### config.mk
export PLATFORM = sky130hd
export DESIGN_NAME = hdlc_tx_framer
export DESIGN_NICKNAME = d
export VERILOG_FILES = /design/src/rtl/hdlc_tx_pkg.sv /design/src/rtl/hdlc_crc_unit.sv /design/src/rtl/hdlc_zero_stuffer.sv /design/src/rtl/hdlc_tx_shifter.sv /design/src/rtl/hdlc_tx_framer.sv
export SDC_FILE = /design/constraint.sdc
export NUM_CORES = 1
export LEC_CHECK = 0
export ABC_AREA = 1
export CORE_MARGIN = 2
export CORE_UTILIZATION = 64
export DETAILED_ROUTE_END_ITERATION = 12
export PLACE_DENSITY = 0.95
export SLEW_MARGIN = 30
export SYNTH_ARGS = -nofsm -noshare
export SYNTH_HDL_FRONTEND = slang
export SYNTH_SLANG_ARGS = --single-unit
### constraint.sdc
create_clock -name clk -period 2.6 [get_ports clk]
set_input_delay 0.78 -clock clk [delete_from_list [all_inputs] [get_ports clk]]
set_output_delay 0.78 -clock clk [all_outputs]
set_load 0.03 [all_outputs]
### src/rtl/hdlc_tx_pkg.sv
package hdlc_tx_pkg;

   typedef enum logic [1:0] {
      ST_IDLE = 2'd0,
      ST_FLAG = 2'd1,
      ST_DATA = 2'd2,
      ST_CRC  = 2'd3
   } tx_state_e;

   localparam logic [1:0] OP_FLAG = 2'd0;
   localparam logic [1:0] OP_DATA = 2'd1;
   localparam logic [1:0] OP_CRC  = 2'd2;
   localparam logic [1:0] OP_NOP  = 2'd3;

   localparam int CFG_STUFF = 0;
   localparam int CFG_WIDE  = 1;
   localparam int CFG_ONES  = 2;
   localparam int CFG_W     = 3;

   localparam int          FLAG_W   = 8;
   localparam logic [7:0]  FLAG_PAT = 8'h7E;

   localparam logic [31:0] POLY16_REFL = 32'h0000_8408;
   localparam logic [31:0] POLY32_REFL = 32'hEDB8_8320;

endpackage

### src/rtl/hdlc_crc_unit.sv
module hdlc_crc_unit #(
   parameter int          CRC_W  = 32,
   parameter int          NARROW = 16,
   parameter logic [31:0] POLY_N = 32'h0000_8408,
   parameter logic [31:0] POLY_W = 32'hEDB8_8320
) (
   input  logic             clk,
   input  logic             rst_n,
   input  logic             load,
   input  logic             advance,
   input  logic             din,
   input  logic             wide,
   input  logic             ones,
   output logic [CRC_W-1:0] crc
);

   if (CRC_W != 32) begin : g_bad_w
      $error("hdlc_crc_unit: CRC_W must be 32");
   end
   if (NARROW < 1 || NARROW >= CRC_W) begin : g_bad_n
      $error("hdlc_crc_unit: NARROW out of range");
   end

   logic [CRC_W-1:0] crc_q;
   logic [CRC_W-1:0] preset;
   logic [CRC_W-1:0] poly;
   logic             fb;

   for (genvar g = 0; g < CRC_W; g++) begin : g_preset
      if (g < NARROW) begin : g_lo
         assign preset[g] = ones;
      end else begin : g_hi
         assign preset[g] = ones & wide;
      end
   end

   assign poly = wide ? POLY_W : POLY_N;
   assign fb   = crc_q[0] ^ din;

   always_ff @(posedge clk or negedge rst_n) begin
      if (!rst_n) begin
         crc_q <= '0;
      end else if (load) begin
         crc_q <= preset;
      end else if (advance) begin
         crc_q <= {1'b0, crc_q[CRC_W-1:1]} ^ (fb ? poly : '0);
      end
   end

   assign crc = crc_q;


   crc_hold_chk: assert property (@(posedge clk) disable iff (!rst_n)
      (!load && !advance) |=> $stable(crc_q));

endmodule

### src/rtl/hdlc_zero_stuffer.sv
module hdlc_zero_stuffer #(
   parameter int RUN_LEN = 5
) (
   input  logic clk,
   input  logic rst_n,
   input  logic clear,
   input  logic strobe,
   input  logic bit_in,
   input  logic count_en,
   input  logic stuff_en,
   output logic stuff_pend
);

   if (RUN_LEN < 1) begin : g_bad_run
      $error("hdlc_zero_stuffer: RUN_LEN must be at least 1");
   end

   localparam int RUN_W = $clog2(RUN_LEN + 1);
   localparam logic [RUN_W-1:0] RUN_MAX = RUN_W'(RUN_LEN);

   logic [RUN_W-1:0] cnt_q;

   always_ff @(posedge clk or negedge rst_n) begin
      if (!rst_n) begin
         cnt_q <= '0;
      end else if (clear) begin
         cnt_q <= '0;
      end else if (strobe && count_en) begin
         if (!bit_in) begin
            cnt_q <= '0;
         end else if (cnt_q != RUN_MAX) begin
            cnt_q <= cnt_q + 1'b1;
         end
      end
   end

   assign stuff_pend = stuff_en && count_en && (cnt_q == RUN_MAX);


   run_bound_chk: assert property (@(posedge clk) disable iff (!rst_n)
      cnt_q <= RUN_MAX);


   run_restart_chk: assert property (@(posedge clk) disable iff (!rst_n)
      (strobe && count_en && !bit_in && !clear) |=> (cnt_q == '0));

endmodule

### src/rtl/hdlc_tx_shifter.sv
module hdlc_tx_shifter #(
   parameter int SH_W  = 32,
   parameter int LEN_W = $clog2(SH_W + 1)
) (
   input  logic             clk,
   input  logic             rst_n,
   input  logic             load,
   input  logic [SH_W-1:0]  load_val,
   input  logic [LEN_W-1:0] load_len,
   input  logic             shift,
   output logic             head,
   output logic             empty
);

   if (SH_W < 2) begin : g_bad_sh
      $error("hdlc_tx_shifter: SH_W too small");
   end

   logic [SH_W-1:0]  sh_q;
   logic [LEN_W-1:0] len_q;

   always_ff @(posedge clk or negedge rst_n) begin
      if (!rst_n) begin
         sh_q  <= '0;
         len_q <= '0;
      end else if (load) begin
         sh_q  <= load_val;
         len_q <= load_len;
      end else if (shift) begin
         sh_q  <= {1'b0, sh_q[SH_W-1:1]};
         len_q <= len_q - 1'b1;
      end
   end

   assign head  = sh_q[0];
   assign empty = (len_q == '0);


   no_shift_empty_chk: assert property (@(posedge clk) disable iff (!rst_n)
      shift |-> !empty);


   load_when_empty_chk: assert property (@(posedge clk) disable iff (!rst_n)
      load |-> empty);

endmodule

### src/rtl/hdlc_tx_framer.sv
module hdlc_tx_framer
   import hdlc_tx_pkg::*;
#(
   parameter int BYTE_W  = 8,
   parameter int RUN_LEN = 5
) (
   input  logic              clk,
   input  logic              rst_n,
   input  logic              bit_en,
   input  logic              cfg_wr,
   input  logic [CFG_W-1:0]  cfg_wdata,
   input  logic              cmd_valid,
   input  logic [1:0]        cmd_op,
   output logic              cmd_ready,
   input  logic              in_valid,
   input  logic [BYTE_W-1:0] in_data,
   input  logic              in_last,
   output logic              in_ready,
   output logic              tx_bit,
   output logic              tx_vld
);

   localparam int SH_W   = 32;
   localparam int NARROW = 16;
   localparam int LEN_W  = $clog2(SH_W + 1);

   if (BYTE_W < 1 || BYTE_W > SH_W) begin : g_bad_byte
      $error("hdlc_tx_framer: BYTE_W out of range");
   end

   tx_state_e        state_q;
   logic             last_seen_q;
   logic [CFG_W-1:0] cfg_q;
   logic             tx_bit_q, tx_vld_q;

   logic             accept, byte_take, done;
   logic             sh_head, sh_empty, sh_load, sh_shift;
   logic [SH_W-1:0]  sh_val;
   logic [LEN_W-1:0] sh_len;
   logic [SH_W-1:0]  crc;
   logic             stuff_pend, emit_stuff, emit_sh, counted;

   // configuration register
   always_ff @(posedge clk or negedge rst_n) begin
      if (!rst_n)      cfg_q <= '0;
      else if (cfg_wr) cfg_q <= cfg_wdata;
   end

   assign cmd_ready = (state_q == ST_IDLE);
   assign accept    = cmd_valid && cmd_ready;
   assign in_ready  = (state_q == ST_DATA) && sh_empty && !last_seen_q;
   assign byte_take = in_valid && in_ready;
   assign counted   = (state_q == ST_DATA) || (state_q == ST_CRC);

   assign emit_stuff = bit_en && stuff_pend;
   assign emit_sh    = bit_en && !stuff_pend && !sh_empty && (state_q != ST_IDLE);
   assign sh_shift   = emit_sh;

   assign done = (state_q != ST_IDLE) && sh_empty && !stuff_pend &&
                 ((state_q != ST_DATA) || last_seen_q);

   // shifter load selection
   always_comb begin
      sh_load = 1'b0;
      sh_val  = '0;
      sh_len  = '0;
      if (accept && cmd_op == OP_FLAG) begin
         sh_load = 1'b1;
         sh_val  = SH_W'(FLAG_PAT);
         sh_len  = LEN_W'(FLAG_W);
      end else if (accept && cmd_op == OP_CRC) begin
         sh_load = 1'b1;
         sh_val  = ~crc;
         sh_len  = cfg_q[CFG_WIDE] ? LEN_W'(SH_W) : LEN_W'(NARROW);
      end else if (byte_take) begin
         sh_load = 1'b1;
         sh_val  = SH_W'(in_data);
         sh_len  = LEN_W'(BYTE_W);
      end
   end

   // command sequencer
   always_ff @(posedge clk or negedge rst_n) begin
      if (!rst_n) begin
         state_q     <= ST_IDLE;
         last_seen_q <= 1'b0;
      end else begin
         if (accept) begin
            case (cmd_op)
               OP_FLAG: state_q <= ST_FLAG;
               OP_DATA: state_q <= ST_DATA;
               OP_CRC:  state_q <= ST_CRC;
               default: state_q <= ST_IDLE;
            endcase
            last_seen_q <= 1'b0;
         end else if (done) begin
            state_q <= ST_IDLE;
         end
         if (byte_take) last_seen_q <= in_last;
      end
   end

   // output register
   always_ff @(posedge clk or negedge rst_n) begin
      if (!rst_n) begin
         tx_bit_q <= 1'b1;
         tx_vld_q <= 1'b0;
      end else begin
         tx_vld_q <= emit_stuff || emit_sh;
         if (emit_stuff)   tx_bit_q <= 1'b0;
         else if (emit_sh) tx_bit_q <= sh_head;
      end
   end

   assign tx_bit = tx_bit_q;
   assign tx_vld = tx_vld_q;

   hdlc_tx_shifter #(.SH_W(SH_W), .LEN_W(LEN_W)) u_shift (
      .clk      (clk),
      .rst_n    (rst_n),
      .load     (sh_load),
      .load_val (sh_val),
      .load_len (sh_len),
      .shift    (sh_shift),
      .head     (sh_head),
      .empty    (sh_empty)
   );

   hdlc_crc_unit #(
      .CRC_W (SH_W),
      .NARROW(NARROW),
      .POLY_N(POLY16_REFL),
      .POLY_W(POLY32_REFL)
   ) u_crc (
      .clk     (clk),
      .rst_n   (rst_n),
      .load    (accept && cmd_op == OP_FLAG),
      .advance (emit_sh && state_q == ST_DATA),
      .din     (sh_head),
      .wide    (cfg_q[CFG_WIDE]),
      .ones    (cfg_q[CFG_ONES]),
      .crc     (crc)
   );

   hdlc_zero_stuffer #(.RUN_LEN(RUN_LEN)) u_stuff (
      .clk        (clk),
      .rst_n      (rst_n),
      .clear      (accept && cmd_op == OP_FLAG),
      .strobe     (emit_stuff || emit_sh),
      .bit_in     (emit_sh ? sh_head : 1'b0),
      .count_en   (counted),
      .stuff_en   (cfg_q[CFG_STUFF]),
      .stuff_pend (stuff_pend)
   );


   stuff_zero_chk: assert property (@(posedge clk) disable iff (!rst_n)
      emit_stuff |=> (tx_vld && !tx_bit));


   strobe_follows_en_chk: assert property (@(posedge clk) disable iff (!rst_n)
      tx_vld |-> $past(bit_en));


   idle_quiet_chk: assert property (@(posedge clk) disable iff (!rst_n)
      (state_q == ST_IDLE) |=> !tx_vld);


   accept_busy_chk: assert property (@(posedge clk) disable iff (!rst_n)
      (cmd_valid && cmd_ready && cmd_op != OP_NOP) |=> !cmd_ready);


   flag_unstuffed_chk: assert property (@(posedge clk) disable iff (!rst_n)
      (state_q == ST_FLAG && bit_en) |-> !emit_stuff);

endmodule

# --- Word level (Yosys, flattened, before mapping) ---
# Index checks and enable logic that the tools add are counted.
op_classes:
  n_mux: 30
  bitwise: 4
  reduce_logical: 34
  n_addsub: 2
  n_eq_ne: 8
ops:
  columns: ["operator", "n"]
  rows:
  - ["$mux 32", 8]
  - ["$not 32->32", 1]
  - ["$xor 31x32->32", 1]
  - ["$mux 6", 5]
  - ["$logic_and 1x1->1", 17]
  - ["$reduce_bool 2->1", 7]
  - ["$mux 3", 4]
  - ["$mux 1", 8]
  - ["$mux 8", 1]
  - ["$eq 2x2->1 const B", 3]
  - ["$logic_not 6->1", 1]
  - ["$ne 3x3->1 const B", 2]
  - ["$pmux 2 s3", 1]
  - ["$sub 6x1->6 const B", 1]
  - ["$logic_not 2->1", 2]
  - ["$mux 2", 2]
  - ["$mux 4", 1]
  - ["$add 3x1->3 const B", 1]
  - ["$eq 3x3->1 const B", 1]
  - ["$logic_not 1->1", 3]
  - ["$logic_or 1x1->1", 3]
  - ["$eq 2x1->1 const B", 1]
  - ["$ne 2x2->1 const B", 1]
  - ["$reduce_and 2->1", 1]
  - ["other kinds (2)", 2]
word_totals:
  wordCells: 87
  output_inout_bits: 4
  input_bits: 20
  reg_bits: 81

# --- Longest topological paths before layout ---
logic_depth:
  depth_word: 12
  mapped_depth: 12
  ltp_nobuf: 12

# --- Hierarchy ---
# From an unflattened synthesis, not the netlist that was laid out.
unflattened:
  hier_cells: 535
  hier_area_um2: 4515.6
by_module_without_submodules:
  columns: ["module", "cells_each", "instances", "seq_area_each_um2", "area_per_inst_um2"]
  rows:
  - ["hdlc_tx_shifter", 191, 1, 950.9, 1914.3]
  - ["hdlc_crc_unit", 190, 1, 800.8, 1585.3]
  - ["hdlc_tx_framer", 118, 1, 201.4, 785.8]
  - ["hdlc_zero_stuffer", 36, 1, 75.1, 230.2]

# --- Least setup slack after synthesis ---
# OpenSTA, ideal clock, no wires.
synth_path:
  kind: "reg-to-output"
  startpoint: "reg u_shift.len_q[0]"
  endpoint: "out in_ready"
  path_slack_ns: 0.542
  path_stages_with_launch: 5
  arrival_ns: 1.278
  path_buffers: 0
  path_cell_list: "dfrtp_1 -> inv_1 -> ha_1 -> nand3_1 -> nor2_1"
synth_via:
  elab_chain_cells: 3
synth_lines:
  columns: ["element", "line", "source"]
  rows:
  - ["start: declaration", "hdlc_tx_shifter.sv:20", "logic [LEN_W-1:0] len_q;"]
  - ["start signal: assignment", "hdlc_tx_shifter.sv:28", "len_q <= load_len;"]
  - ["start signal: assignment", "hdlc_tx_shifter.sv:31", "len_q <= len_q - 1'b1;"]
  - ["$logic_not 6->1", "hdlc_tx_shifter.sv:36", "assign empty = (len_q == '0);"]
  - ["$logic_and 1x1->1 (2 in series)", "hdlc_tx_framer.sv:51", "assign in_ready = (state_q == ST_DATA) && sh_empty && !last_seen_q;"]
  - ["end: declaration", "hdlc_tx_framer.sv:18", "output logic in_ready,"]
# No other way between the ends.

# --- Worst setup path in the final report ---
layout_path:
  startpoint: "reg state_q[1]"
  endpoint: "out cmd_ready"
layout_via:
  elab_chain_cells: 1
layout_lines:
  columns: ["element", "line", "source"]
  rows:
  - ["start: declaration", "hdlc_tx_framer.sv:31", "tx_state_e state_q;"]
  - ["start signal: assignment", "hdlc_tx_framer.sv:85", "state_q <= ST_IDLE;"]
  - ["start signal: assignment", "hdlc_tx_framer.sv:90", "OP_FLAG: state_q <= ST_FLAG;"]
  - ["start signal: assignment", "hdlc_tx_framer.sv:91", "OP_DATA: state_q <= ST_DATA;"]
  - ["$logic_not 2->1", "hdlc_tx_framer.sv:49", "assign cmd_ready = (state_q == ST_IDLE);"]
  - ["end: declaration", "hdlc_tx_framer.sv:14", "output logic cmd_ready,"]
# No other way between the ends.

==> out/results.md <==
| Step | Metric | Value |
|:---|:---|:---|
| status | Run status | completed |
| place | HPWL after detailed placement | 7.012 mm |
| clock network | Number of cells upsized or downsized after cts | 4 |
| floorplan | Boundary Pins | 24 |
| sta | Endpoints failing setup | 0 |
| worst hold path | Tightest Hold Check Type | in -> async |
| worst setup path | Type of the setup path with the least slack | reg -> out |
| route | Residual antenna-violating net count after detailed routing | 0 |
| finish | Diode insertion count for antenna repair | 0 |
| sta | Final Critical Period | 2501 ps |
| worst setup path | CP Data Required Time | 1820 ps |
| finish | Count of nets after finishing | 616 |
| floorplan | Die Span Y | 86.52 microns |
| clock network | Setup fix buffers added after clock tree synthesis | 0 |
| route | Per-cell routed wire length | 17.00 microns |
| clock network | TritonCTS clock tree | built |
| finish | Most common cell after layout, fill and taps aside | sky130_fd_sc_hd__nand2_1 |
| power and ir drop | Switching power | 2.459 mW |
| global routing | Congestion Overflow GR | 0 |
| yosys | Syn Inst Count | 563 |
| clock network | Clk slew on worst S/H paths | 80 ps |
| route | Total iterations of the first detailed-routing run | 6 |
| yosys | Synth top area share | 45.94% |
| finish | Commonest non-fill, non-tap cells in the layout | sky130_fd_sc_hd__nand2_1, sky130_fd_sc_hd__dfrtp_1, sky130_fd_sc_hd__inv_1 |
| clock network | Clock buffer depth | 2 |
| power and ir drop | IR drop worst, VDD | 0.0006725 V |
| global routing | First-pass GRT wire length | 18.93 mm |
| yosys | Cell taking the most area after synthesis | sky130_fd_sc_hd__dfrtp_1 |
| sta | RSZ-0062 raised after global routing | false |
| yosys | Number of flip-flops and latches in the synthesized netlist | 81 |
| sta | Count of endpoints failing hold in the final timing report | 0 |
| sta | Setup TNS | 0 ps |
| yosys | Synthesized area | 4358 sq um |
| clock network | Insertion delay to the later sink of the worst-skew pair | 360 ps |
| yosys | Syn nets | 589 |
| sta | Pin slew with the least headroom to its limit | 626.3 ps |
| power and ir drop | Combinational share of power | 42.6% |
| clock network | CTS HTree Levels | 3 |
| global routing | Aggregate global-route resource usage | 32.47% |
| yosys | Proportion of synthesized chip area in sequential cells | 46.54% |
| finish | Ratio of cells with drive above 1 in the final layout | 11.76% |
| power and ir drop | Internal Pwr Total | 3.513 mW |
| place | Routability Congestion | 0.9154 |
| sta | Max-Slew Margin vs Limit | 58.20% |
| yosys | Synth cell types | 35 |
| worst setup path | Crit end category | primary output |
| yosys | Largest cells by area after synthesis | sky130_fd_sc_hd__dfrtp_1, sky130_fd_sc_hd__nand2_1, sky130_fd_sc_hd__o21ai_0, sky130_fd_sc_hd__inv_1, sky130_fd_sc_hd__nand3_1 |
| sta | Worst clock skew | 14.77 ps |
| floorplan | Placeable core region | 6681 sq um |
| clock network | Root buf cell | sky130_fd_sc_hd__clkbuf_8 |
| place | Post-placement setup slack | 31.39 ps |
| power and ir drop | Cell leakage power | 2.468 nW |
| clock network | Cts hold-fix bufs | 0 |
| route | Drt drc | 0 |
| floorplan | Initial core utilization | 65.22% |
| power and ir drop | Tot Pwr | 5.972 mW |
| power and ir drop | Switching Fraction | 41.17% |
| route | Starting DRT DRC Count | 420 |
| global routing | Via count of the first global-routing pass | 3975 |
| floorplan | Area of the die | 7486 sq um |
| sta | Maximum frequency from static timing analysis | 399.8 MHz |
| clock network | CTS Buf Count | 9 |
| yosys | Total of warnings raised by yosys | 0 |
| route | Routed Wire Length | 11.47 mm |
| run | Max-capacitance violation count | 0 |
| worst setup path | Crit path DAT | 1720 ps |
| sta | Final period util | 96.21% |
| power and ir drop | Sequential share of power | 36.5% |
| worst setup path | Worst-path maximum fanout | 6 |
| power and ir drop | Clock network power share | 20.9% |
| yosys | Synthesized area divided by synthesized cell count | 7.741 sq um |
| worst setup path | CP startpoint kind | flip-flop |
| finish | Area growth from synthesis to layout | 14.99% |
| finish | Fillers | 439 |
| floorplan | Die W | 86.52 microns |
| route | Total via count in the routed design | 4045 |
| sta | Worst setup margin | 98.65 ps |
| global routing | Largest net degree at the start of global routing | 65 |
| power and ir drop | Pwr dens | 1192 nW/um^2 |
| clock network | Clock sink total | 81 |
| sta | Final max-slew violation count | 0 |
| route | Vias per inst | 5.993 |
| global routing | Number of antenna violations at the first check in global routing | 0 |
| place | I/O Buffers | 23 |
| floorplan | Total number of placement rows | 30 |
[power by group through the flow]
stage          Clock, mW  Sequential, mW  Combinational (mW)
2_1_floorplan          0            2.09                1.83
5_1_grt             1.31            2.23                2.84
3_3_place_gp           0            2.13                2.28
4_1_cts             1.26            2.16                2.50
3_5_place_dp           0            2.16                2.41
6_report            1.25            2.18                2.54
[per-stage QoR]
stage / cell area (sq um) / util, % / cells / hold slack, ps
after global placement: 4736 / 70.88 / 659 / 460.8
after floorplan: 4358 / - / 563 / 441.9
after CTS: 5015 / 75.06 / 675 / 420.7
after detailed placement: 4736 / 70.88 / 659 / 472.9
after global routing: 5011 / 75.00 / 675 / 448.1
final: 5011 / 75.00 / 675 / 417.6
[synth_stat cells]
cell	instances
sky130_fd_sc_hd__a21oi_1	11
sky130_fd_sc_hd__a21oi_2	10
sky130_fd_sc_hd__buf_2	11
sky130_fd_sc_hd__buf_4	5
sky130_fd_sc_hd__buf_6	7
sky130_fd_sc_hd__clkbuf_1	3
sky130_fd_sc_hd__clkbuf_2	1
sky130_fd_sc_hd__dfrtp_1	80
sky130_fd_sc_hd__dfstp_2	1
sky130_fd_sc_hd__ha_1	6
sky130_fd_sc_hd__inv_1	62
sky130_fd_sc_hd__inv_2	2
sky130_fd_sc_hd__inv_4	1
sky130_fd_sc_hd__mux2_2	2
sky130_fd_sc_hd__nand2_1	181
sky130_fd_sc_hd__nand2_2	1
sky130_fd_sc_hd__nand2_4	3
sky130_fd_sc_hd__nand3_1	30
sky130_fd_sc_hd__nand3_4	1
sky130_fd_sc_hd__nand3b_1	1
sky130_fd_sc_hd__nand4_1	2
sky130_fd_sc_hd__nor2_1	40
sky130_fd_sc_hd__nor2_2	2
sky130_fd_sc_hd__nor2_4	4
sky130_fd_sc_hd__nor2_8	1
sky130_fd_sc_hd__nor4_1	1
sky130_fd_sc_hd__o211ai_1	1
sky130_fd_sc_hd__o21ai_0	47
sky130_fd_sc_hd__o21ai_1	29
sky130_fd_sc_hd__o21ai_4	1
sky130_fd_sc_hd__o22ai_1	11
sky130_fd_sc_hd__o32ai_1	1
sky130_fd_sc_hd__or2_2	1
sky130_fd_sc_hd__xnor2_1	1
sky130_fd_sc_hd__xor2_1	2
[layout make-up]
| cell class | count | area [sq um] | share of cell area [%] |
|---|---|---|---|
| clock buffer | 10 | 137.6 | 2.747 |
| clock inverter | 6 | 137.6 | 2.747 |
| inverter | 65 | 246.5 | 4.919 |
| multi-input combinational | 390 | 1901 | 37.93 |
| sequential | 81 | 2028 | 40.47 |
| tap | 80 | 100.1 | 1.998 |
| timing repair buffer | 43 | 460.4 | 9.189 |
[layer usage]
metal / up-vias / global-route usage (%) / share of wire [%]
met5: - / 0 / 0
met3: 55 / 8.762 / 8.9
met4: 0 / 15.91 / 4.3
met1: 1907 / 40.66 / 38
li1: 1836 / - / -
met2: 247 / 52.24 / 48
[cells by family (layout without fill, tap and decap cells)]
group                    after synthesis  in the layout  synth area share, %
AO/OA/AOI/OAI                        111            111                14.33
adder cells (fa/ha/maj)                6              6                1.723
flip-flops                            81             81                46.54
AND/OR/NAND/NOR                      268            268                26.33
buffers and inverters                 92            124                9.963
multiplexers                           2              2               0.5168
XOR/XNOR                               3              3               0.6030
[registers in the layout, summed over array words and instances (netlist names)]
register	flops
cfg_q	3
last_seen_q	1
state_q	2
tx_bit	1
tx_vld	1
u_crc.crc	32
u_shift.len_q	6
u_shift.sh_q	32
u_stuff.cnt_q	3
[worst max-delay path: stages (launching register included)]
cell and delay, ps:
sky130_fd_sc_hd__dfrtp_1 480, sky130_fd_sc_hd__nor2_4 190, sky130_fd_sc_hd__clkdlybuf4s50_1 700
[path summary, 6_finish.rpt]
| check | slack, ps | cells past startpoint | endpoint | from |
|---|---|---|---|---|
| setup / recovery | 100 | 2 | cmd_ready | state_q[1]$_DFFE_PN0P_ |
| hold / removal | 420 | 1 | u_crc.crc[17]$_DFFE_PN0P_ | rst_n |
| setup reg to reg | 390 | 9 | u_crc.crc[5]$_DFFE_PN0P_ | u_shift.sh_q[0]$_DFFE_PN0P_ |
| hold reg to reg | 480 | 2 | tx_bit$_DFFE_PN1P_ | tx_bit$_DFFE_PN1P_ |
| max in group asynchronous | 1470 | 2 | u_crc.crc[5]$_DFFE_PN0P_ | rst_n |
| min in group clk | 480 | 2 | tx_bit$_DFFE_PN1P_ | tx_bit$_DFFE_PN1P_ |
(Power assumes the default switching activity.)
